===== src/rtl/blkxfer_pkg.sv =====
package blkxfer_pkg;

    typedef enum logic [2:0] {
        ST_IDLE,
        ST_READ,
        ST_WRITE,
        ST_PREWAIT,
        ST_CALC,
        ST_POSTWAIT,
        ST_CHECK,
        ST_RPTWAIT
    } state_t;

    typedef struct packed {
        logic is_cmp;
        logic rpt;
        logic dec;
    } opcode_t;

endpackage


===== src/rtl/blkxfer_waitctr.sv =====
module blkxfer_waitctr #(
    parameter int W = 3
) (
    input  logic         clk,
    input  logic         rst_n,
    input  logic         load,
    input  logic [W-1:0] load_val,
    output logic         expired
);
    logic [W-1:0] cnt_q;

    always_ff @(posedge clk or negedge rst_n) begin
        if (!rst_n) begin
            cnt_q <= '0;
        end else if (load) begin
            cnt_q <= load_val;
        end else if (cnt_q != '0) begin
            cnt_q <= cnt_q - 1'b1;
        end
    end

    assign expired = (cnt_q == '0);

    // a loaded wait count runs down by one each cycle
    a_r5_wait_countdown: assert property (@(posedge clk) disable iff (!rst_n)
        (!load && !expired) |=> (cnt_q == $past(cnt_q) - 1'b1));

endmodule


===== src/rtl/blkxfer_ptr_step.sv =====
module blkxfer_ptr_step #(
    parameter int W = 16
) (
    input  logic [W-1:0] ptr,
    input  logic         dec,
    output logic [W-1:0] ptr_next
);
    always_comb begin
        if (dec) ptr_next = ptr - 1'b1;
        else     ptr_next = ptr + 1'b1;
    end
endmodule


===== src/rtl/blkxfer_cmp_flags.sv =====
module blkxfer_cmp_flags #(
    parameter int W = 8
) (
    input  logic [W-1:0] ref_val,
    input  logic [W-1:0] mem_val,
    output logic         sign,
    output logic         zero,
    output logic         half
);
    logic [W-1:0] diff;

    always_comb begin
        diff = ref_val - mem_val;
        sign = diff[W-1];
        zero = (diff == '0);
        half = (ref_val[4] ^ mem_val[4] ^ diff[4]);
    end
endmodule


===== src/rtl/blkxfer_engine.sv =====
module blkxfer_engine
    import blkxfer_pkg::*;
#(
    parameter int ADDR_W    = 16,
    parameter int CNT_W     = 16,
    parameter int DATA_W    = 8,
    parameter int COPY_WAIT = 2,
    parameter int CMP_WAIT  = 5,
    parameter int RPT_WAIT  = 5
) (
    input  logic              clk,
    input  logic              rst_n,
    input  logic              start,
    input  logic [2:0]        op,
    input  logic [ADDR_W-1:0] src_init,
    input  logic [ADDR_W-1:0] dst_init,
    input  logic [CNT_W-1:0]  cnt_init,
    input  logic [DATA_W-1:0] cmp_init,
    output logic              mem_req,
    output logic              mem_we,
    output logic [ADDR_W-1:0] mem_addr,
    output logic [DATA_W-1:0] mem_wdata,
    input  logic [DATA_W-1:0] mem_rdata,
    input  logic              mem_ack,
    output logic [ADDR_W-1:0] src_ptr,
    output logic [ADDR_W-1:0] dst_ptr,
    output logic [CNT_W-1:0]  byte_cnt,
    output logic              flag_s,
    output logic              flag_z,
    output logic              flag_h,
    output logic              flag_pv,
    output logic              flag_n,
    output logic              repeat_req,
    output logic              done
);
    localparam int MAX_WAIT = (CMP_WAIT > COPY_WAIT)
                            ? ((CMP_WAIT > RPT_WAIT) ? CMP_WAIT : RPT_WAIT)
                            : ((COPY_WAIT > RPT_WAIT) ? COPY_WAIT : RPT_WAIT);
    localparam int WAIT_W = $clog2(MAX_WAIT + 1);
    localparam logic [WAIT_W-1:0] COPY_LD = WAIT_W'(COPY_WAIT - 1);
    localparam logic [WAIT_W-1:0] CMP_LD  = WAIT_W'(CMP_WAIT - 1);
    localparam logic [WAIT_W-1:0] RPT_LD  = WAIT_W'(RPT_WAIT - 1);

    state_t              state_q, state_d;
    opcode_t             op_q;
    logic [ADDR_W-1:0]   src_q, dst_q, src_nx, dst_nx;
    logic [CNT_W-1:0]    cnt_q, cnt_dec;
    logic [DATA_W-1:0]   cmp_q, data_q;
    logic                fs_q, fz_q, fh_q, fpv_q, fn_q;
    logic                cs, cz, ch;
    logic                go_again;
    logic                wait_load, wait_done;
    logic [WAIT_W-1:0]   wait_val;

    blkxfer_ptr_step #(.W(ADDR_W)) u_src_step (
        .ptr(src_q), .dec(op_q.dec), .ptr_next(src_nx));
    blkxfer_ptr_step #(.W(ADDR_W)) u_dst_step (
        .ptr(dst_q), .dec(op_q.dec), .ptr_next(dst_nx));
    blkxfer_cmp_flags #(.W(DATA_W)) u_cmp (
        .ref_val(cmp_q), .mem_val(data_q), .sign(cs), .zero(cz), .half(ch));
    blkxfer_waitctr #(.W(WAIT_W)) u_wait (
        .clk(clk), .rst_n(rst_n), .load(wait_load), .load_val(wait_val),
        .expired(wait_done));

    assign cnt_dec  = cnt_q - 1'b1;
    assign go_again = op_q.rpt && fpv_q && !(op_q.is_cmp && fz_q);

    // State register
    always_ff @(posedge clk or negedge rst_n) begin
        if (!rst_n) state_q <= ST_IDLE;
        else        state_q <= state_d;
    end

    // Next state and wait loading
    always_comb begin
        state_d   = state_q;
        wait_load = 1'b0;
        wait_val  = '0;
        unique case (state_q)
            ST_IDLE:     if (start) state_d = ST_READ;
            ST_READ: begin
                if (mem_ack) begin
                    if (!op_q.is_cmp) begin
                        state_d = ST_WRITE;
                    end else if (op_q.dec) begin
                        state_d = ST_CALC;
                    end else begin
                        state_d   = ST_PREWAIT;
                        wait_load = 1'b1;
                        wait_val  = CMP_LD;
                    end
                end
            end
            ST_WRITE: begin
                if (mem_ack) begin
                    state_d   = ST_POSTWAIT;
                    wait_load = 1'b1;
                    wait_val  = COPY_LD;
                end
            end
            ST_PREWAIT:  if (wait_done) state_d = ST_CALC;
            ST_CALC: begin
                if (op_q.dec) begin
                    state_d   = ST_POSTWAIT;
                    wait_load = 1'b1;
                    wait_val  = CMP_LD;
                end else begin
                    state_d = ST_CHECK;
                end
            end
            ST_POSTWAIT: if (wait_done) state_d = ST_CHECK;
            ST_CHECK: begin
                if (go_again) begin
                    state_d   = ST_RPTWAIT;
                    wait_load = 1'b1;
                    wait_val  = RPT_LD;
                end else begin
                    state_d = ST_IDLE;
                end
            end
            ST_RPTWAIT:  if (wait_done) state_d = ST_READ;
            default:     state_d = ST_IDLE;
        endcase
    end

    // Datapath registers
    always_ff @(posedge clk or negedge rst_n) begin
        if (!rst_n) begin
            op_q   <= '0;
            src_q  <= '0;
            dst_q  <= '0;
            cnt_q  <= '0;
            cmp_q  <= '0;
            data_q <= '0;
            fs_q   <= 1'b0;
            fz_q   <= 1'b0;
            fh_q   <= 1'b0;
            fpv_q  <= 1'b0;
            fn_q   <= 1'b0;
        end else begin
            unique case (state_q)
                ST_IDLE: begin
                    if (start) begin
                        op_q  <= opcode_t'(op);
                        src_q <= src_init;
                        dst_q <= dst_init;
                        cnt_q <= cnt_init;
                        cmp_q <= cmp_init;
                    end
                end
                ST_READ: begin
                    if (mem_ack) begin
                        data_q <= mem_rdata;
                        src_q  <= src_nx;
                    end
                end
                ST_WRITE: begin
                    if (mem_ack) begin
                        dst_q <= dst_nx;
                        cnt_q <= cnt_dec;
                        fpv_q <= (cnt_dec != '0);
                        fn_q  <= 1'b0;
                        fh_q  <= 1'b0;
                    end
                end
                ST_CALC: begin
                    cnt_q <= cnt_dec;
                    fpv_q <= (cnt_dec != '0);
                    fs_q  <= cs;
                    fz_q  <= cz;
                    fh_q  <= ch;
                    fn_q  <= 1'b1;
                end
                default: ;
            endcase
        end
    end

    // Outputs
    always_comb begin
        mem_req    = (state_q == ST_READ) || (state_q == ST_WRITE);
        mem_we     = (state_q == ST_WRITE);
        mem_addr   = (state_q == ST_WRITE) ? dst_q : src_q;
        mem_wdata  = data_q;
        repeat_req = (state_q == ST_CHECK) && go_again;
        done       = (state_q == ST_CHECK) && !go_again;
        src_ptr    = src_q;
        dst_ptr    = dst_q;
        byte_cnt   = cnt_q;
        flag_s     = fs_q;
        flag_z     = fz_q;
        flag_h     = fh_q;
        flag_pv    = fpv_q;
        flag_n     = fn_q;
    end

    // an unacknowledged request is held steady
    a_r11_req_hold: assert property (@(posedge clk) disable iff (!rst_n)
        (mem_req && !mem_ack) |=> (mem_req && $stable(mem_addr) && $stable(mem_we)
                                   && $stable(mem_wdata)));

    // after done there is neither a request nor a second done
    a_r10_done_quiet: assert property (@(posedge clk) disable iff (!rst_n)
        done |=> (!mem_req && !done));

    // a compare operation never writes memory
    a_r4_cmp_no_write: assert property (@(posedge clk) disable iff (!rst_n)
        (op_q.is_cmp && mem_req) |-> !mem_we);

    // an acknowledged write lowers the count by one
    a_r2_cnt_step: assert property (@(posedge clk) disable iff (!rst_n)
        (mem_we && mem_ack) |=> (byte_cnt == $past(byte_cnt) - 1'b1));

    // a repeat is followed by idle cycles, not an access
    a_r7_rpt_idle: assert property (@(posedge clk) disable iff (!rst_n)
        repeat_req |=> !mem_req);

    // a compare never repeats after a match
    a_r8_cmp_stop: assert property (@(posedge clk) disable iff (!rst_n)
        (repeat_req && op_q.is_cmp) |-> !flag_z);

    // when the engine stops, pv reflects the count
    a_r3_pv_count: assert property (@(posedge clk) disable iff (!rst_n)
        done |-> (flag_pv == (byte_cnt != '0)));

endmodule


===== config.mk =====
export PLATFORM = sky130hd
export DESIGN_NAME = blkxfer_engine
export DESIGN_NICKNAME = d
export VERILOG_FILES = /design/src/rtl/blkxfer_pkg.sv /design/src/rtl/blkxfer_waitctr.sv /design/src/rtl/blkxfer_ptr_step.sv /design/src/rtl/blkxfer_cmp_flags.sv /design/src/rtl/blkxfer_engine.sv
export SDC_FILE = /design/constraint.sdc
export NUM_CORES = 1
export LEC_CHECK = 0
export ABC_AREA = 1
export ABC_CLOCK_PERIOD_IN_PS = 3510
export BUFFER_PORTS_ARGS = -buffer_cell sky130_fd_sc_hd__buf_4
export CAP_MARGIN = 20
export CORE_ASPECT_RATIO = 1.5
export CORE_MARGIN = 5
export CORE_UTILIZATION = 40
export DETAILED_ROUTE_END_ITERATION = 12
export SYNTH_ARGS = -nofsm -noshare
export SYNTH_HDL_FRONTEND = slang
export SYNTH_SLANG_ARGS = --single-unit

===== constraint.sdc =====
create_clock -name clk -period 3.51 [get_ports clk]
set_input_delay 0.702 -clock clk [delete_from_list [all_inputs] [get_ports clk]]
set_output_delay 0.702 -clock clk [all_outputs]
set_load 0.02 [all_outputs]

* Word level (Yosys, flattened, before mapping)
Index checks and enable logic that the tools add are counted.
Cells by class: multiplexer cells 44, multipliers 0, shift-type cells 0, reductions and logical operators 25, order comparisons 0, equality and inequality tests 13, bitwise operators 2, add/sub/neg operators 7, div/mod/pow operators 0
Operator list (number):
- $mux 16 | 9
- $pmux 16 s2 | 2
- $mux 3 | 16
- $pmux 16 s3 | 1
- $sub 16x1->16 const B | 3
- $add 16x1->16 const B | 2
- $pmux 3 s8 | 1
- $reduce_bool 16->1 | 1
- $eq 3x3->1 const B | 4
- $pmux 3 s4 | 1
- $mux 1 | 9
- $reduce_and 3->1 | 3
- $logic_not 8->1 | 1
- $ne 2x1->1 const B | 4
- $reduce_bool 2->1 | 4
- $sub 8x8->8 | 1
- $eq 3x2->1 const B | 2
- $logic_not 3->1 | 2
- $pmux 1 s2 | 3
- $reduce_and 2->1 | 3
- $reduce_and 6->1 | 1
- $reduce_bool 3->1 | 2
- $logic_and 1x1->1 | 5
- $ne 2x2->1 const B | 2
- other kinds (7) | 9
Storage, ports and cells: bits in read-only memories 0, memory bits (writable) 0, memories 0, bits in latches 0, bits of input ports 71, bits in registers 78

* Longest topological paths before layout
word-level depth 6, gate-level depth with buffers 14

* Cells and area by module
A second synthesis with hierarchy kept.
Second synthesis, totals: cells, all modules 1011, area, all modules 6580.1 µm²
By module, submodules not included:
- blkxfer_engine | sequential area each 1876.8 µm², cells an instance 544, instances 1, area each 4098.9 µm²
- blkxfer_ptr_step | sequential area each 0.0 µm², cells an instance 175, instances 2, area each 915.9 µm²
- blkxfer_cmp_flags | sequential area each 0.0 µm², cells an instance 85, instances 1, area each 441.7 µm²
- blkxfer_waitctr | sequential area each 75.1 µm², cells an instance 32, instances 1, area each 207.7 µm²

* Worst setup path after synthesis
OpenSTA, ideal clock, no wires.
kind reg2reg, from reg op_q[0] (netlist bit), to reg dst_q[10] (netlist: dst_ptr[10]), slack 0.848 ns, arrival 2.545 ns, buffers on the path 1, stages on the path, launching flop included 13, path through dfrtp_1 -> clkbuf_1 -> inv_1 -> fa_1 -> nand3b_1 -> nand2_1 -> inv_1 -> o21ai_0 -> nand2_1 -> nand3_1 -> nand3_1 -> nand2_1 -> nand2_1
On the way: longest elaborated chain between the ends 3
RTL lines:
- start, declared | RTL line blkxfer_engine.sv:45 | opcode_t op_q;
- start signal, assigned | RTL line blkxfer_engine.sv:144 | op_q <= opcode_t'(op);
- $mux 16 | RTL line blkxfer_ptr_step.sv:9 | if (dec) ptr_next = ptr - 1'b1;
- $mux 16 | RTL line blkxfer_engine.sv:158 | if (mem_ack) begin
- $pmux 16 s2 | RTL line blkxfer_engine.sv:141 | unique case (state_q)
- end signal, assigned | RTL line blkxfer_engine.sv:146 | dst_q <= dst_init;
- end signal, assigned | RTL line blkxfer_engine.sv:159 | dst_q <= dst_nx;
- end, declared | RTL line blkxfer_engine.sv:46 | logic [ADDR_W-1:0] src_q, dst_q, src_nx, dst_nx;
Every way passes these cells. The select of a mux whose other input is x is not followed. A chain may end at the register's enable or synchronous reset.

* Worst setup path after layout
from reg state_q[2], to out mem_addr[10]
On the way: longest elaborated chain between the ends 2
RTL lines:
- start, declared | RTL line blkxfer_engine.sv:44 | state_t state_q, state_d;
- start signal, assigned | RTL line blkxfer_engine.sv:71 | else state_q <= state_d;
- $eq 3x2->1 | RTL line blkxfer_engine.sv:183 | mem_addr = (state_q == ST_WRITE) ? dst_q : src_q;
- $mux 16 | RTL line blkxfer_engine.sv:183
- end, declared | RTL line blkxfer_engine.sv:21 | output logic [ADDR_W-1:0] mem_addr,
Every way passes these cells.

==> results by group <==
Run status
  – Status: completed

Clocking
  – CTS tree: yes
  – Post-CTS Resized: 0
  – Clk_lat worst skew: 0.33 ns
  – Reg clk slew, reported paths: 0.07 ns
  – Clock buffer depth: 2
  – Root buffer cell: clkbuf_16
  – # hold bufs at CTS: 0
  – H-tree levels: 3
  – Num CTS Buffers: 9
  – Postcts setup bufs: 0
  – Clk sinks: 78

Route
  – Drt wl/cell: 15.63 microns
  – Total wire length: 19,060 microns
  – TritonRoute pass-1 iters: 5
  – Vias per cell: 5.116
  – DRT iter0 DRCs: 230
  – Vias: 6,237
  – DRC Markers: 0
  – DRT antenna net count: 0

Critical path
  – Crit start category: register
  – Critical path required time: 2.81 ns
  – WS Path Type: reg2out
  – Worst r2r path cells: 8
  – CP Capture Type: output pin
  – Worst EP arrival: 2.27 ns
  – Worst-path fanout max: 31

Floorplan
  – Die Height: 160.5 microns
  – FP Rows: 55
  – Die ar.: 0.01771 sq mm
  – Initial Util: 0.4044
  – IO Pins: 152
  – Core box area: 0.01493 sq mm
  – Die W: 110.3 microns

Place
  – HPWL after DPL: 14,920 microns
  – Port-buffer cells: 151
  – Gpl congestion: 0.8685

Timing
  – Final worst path period share: 0.8461
  – Final Hold Viols: 0
  – Rel. slew slack: 0.4140
  – Worst-margin pin slew: 0.8791 ns
  – Clock skew: 0.007965 ns
  – Pins over their slew limit: 0
  – Hold slack: 0.3249 ns
  – Fmax: 336.7 MHz
  – # setup viols final: 0
  – Final worst path period need: 2.970 ns
  – RSZ-0062 raised after global routing: no
  – Setup TNS: 0 ns

Logic synthesis
  – Main synth FF type: dfrtp_1
  – Post-synthesis cell count: 870
  – Yosys top cell by area: dfrtp_1
  – #FFs+latches synth: 78
  – Share of the synthesized area in the top cell type: 0.3232
  – Top post-synthesis cells by area: dfrtp_1 32%, nand2_1 15%, ha_1 8.1%, o21ai_0 5.8%, nor2_1 5.7%
  – Avg Inst Size Synth: 6.942 sq um
  – Total number of yosys warnings: 0
  – Number of flops mapped to enable cells by yosys: 0
  – Post-Syn Nets: 983
  – Synth cell count leaders: 246 x nand2_1, 91 x nor2_1, 83 x inv_1
  – Post-synthesis sequential area ratio: 0.3232
  – Netlist Area Pre-Place: 0.006040 sq mm
  – Synth async-reset ratio: 1.000
  – Post-synth cell types: 42
  – Most frequent cell after synthesis: nand2_1

Pwr
  – Pwr/cell area: 1229 mW/mm^2
  – Sw frac: 0.5275
  – VDD IR max: 0.0004870 V
  – Clock power frac: 0.112
  – Static leakage: 3.957 nW
  – Switching power: 4.980 mW
  – Seq pwr share: 0.202
  – Total power: 9.441 mW
  – Comb power frac: 0.686
  – Internal Power: 4.461 mW

Finish
  – Area Overhead vs Synth: 27.16%
  – Filler instances: 1,558
  – Share of layout cells above drive strength 1: 0.2049
  – Layout Nets: 1,128
  – # diodes: 0
  – Final core occ: 0.5143

Global routing
  – First-pass GRT wire length: 30,270 microns
  – Gr usage total: 0.2152
  – Gr busiest metal: met2
  – GR Layer Usage met2: 0.3975
  – Largest net degree at the start of global routing: 37
  – Met1 Track Usage GR: 0.2581
  – Vias in the first global route: 6,065
  – Met3 usage: 0.03780
  – Initial antenna violation count: 0
  – Grt total ovfl: 0

Run
  – Max cap viols: 0

Min path
  – Hold crit path type: in2async
final cells by class:
cell class	count	area [sq um]	share of cell area
clock buffers	10	239.0	0.03112
inverters	92	345.3	0.04497
repair buffers	158	1186	0.1544
flip-flops and latches	78	1952	0.2542
well taps	199	249.0	0.03242
clock inverters	6	92.59	0.01206
multi-input cells	676	3616	0.4708
stage by stage:
step	cells	area, sq um	worst slack (ns)
after floorplan	870	6040	0.8482
after CTS	1219	7680	0.5388
after detailed placement	1203	7348	0.7601
after global routing	1219	7680	0.3854
final	1219	7680	0.5403
after global placement	1203	7348	0.8462
worst max-delay path, cell delays in order (launching register included):
cell	delay, ns
dfrtp_1	0.51
inv_2	0.12
nand3_2	0.30
inv_2	0.29
buf_4	0.36
nand2_1	0.08
o21ai_0	0.08
buf_4	0.16
metal layers:
metal | share of wire | vias up
met5 | 0 | -
met4 | 0.011 | 0
met3 | 0.057 | 14
met2 | 0.53 | 156
met1 | 0.41 | 2899
li1 | - | 3168
final timing paths:
kind	from	endpoint	slack (ns)
min in group clk	flag_s	flag_s	0.49
setup / recovery	state_q[2]	mem_addr[10]	0.54
hold reg to reg	flag_s	flag_s	0.49
max in group asynchronous	rst_n	byte_cnt[3]	2.45
setup reg to reg	state_q[2]	byte_cnt[15]	0.77
hold / removal	rst_n	dst_ptr[6]	0.32
state kept, by name (all words and copies together) (netlist names):
register,count
byte_cnt,16
dst_ptr,16
src_ptr,16
cmp_q,8
mem_wdata,8
op_q,3
state_q,3
u_wait.cnt_q,3
flag_h,1
flag_n,1
flag_pv,1
flag_s,1
flag_z,1
power by group through the flow:
stage / combinational, mW / sequential, mW / clock (mW)
floorplan: 4.34 / 2.14 / 0
global placement: 6.47 / 1.92 / 0
detailed placement: 6.50 / 1.93 / 0
CTS: 6.52 / 1.91 / 1.09
global route: 7.33 / 1.97 / 1.12
finish: 6.47 / 1.91 / 1.06
cell usage in the layout (no fill, tap or decap), types with 2 or more instances in the layout:
| master | instances |
|---|---|
| nand2_1 | 246 |
| buf_4 | 158 |
| nor2_1 | 91 |
| inv_1 | 83 |
| dfrtp_1 | 78 |
| o21ai_0 | 70 |
| nand3_1 | 52 |
| a21oi_1 | 50 |
| ha_1 | 39 |
| xor2_1 | 17 |
| o21ai_1 | 14 |
| o211ai_1 | 12 |
| inv_2 | 9 |
| nand4_1 | 9 |
| o21a_1 | 9 |
| clkbuf_16 | 9 |
| o22ai_1 | 8 |
| mux2_2 | 8 |
| xnor2_1 | 7 |
| a31oi_1 | 6 |
| nand2_2 | 4 |
| nor4_1 | 4 |
| nor2_4 | 3 |
| nor3_1 | 3 |
| or2_2 | 3 |
| fa_1 | 3 |
| o21ai_2 | 2 |
| a22oi_1 | 2 |
| a21o_1 | 2 |
| nand3b_1 | 2 |
| bufinv_16 | 2 |
| clkinvlp_4 | 2 |
cell families (layout without fill, tap and decap cells):
group / Yosys count / after routing / synth area share
compound gates: 182 / 182 / 0.1699
xor+xnor: 24 / 24 / 0.03480
fa+ha+maj: 42 / 42 / 0.09074
buf+inv: 116 / 266 / 0.07810
flops: 78 / 78 / 0.3232
mux: 8 / 8 / 0.01492
simple gates: 420 / 420 / 0.2884
Note: power is estimated with default switching activity, not from simulation.
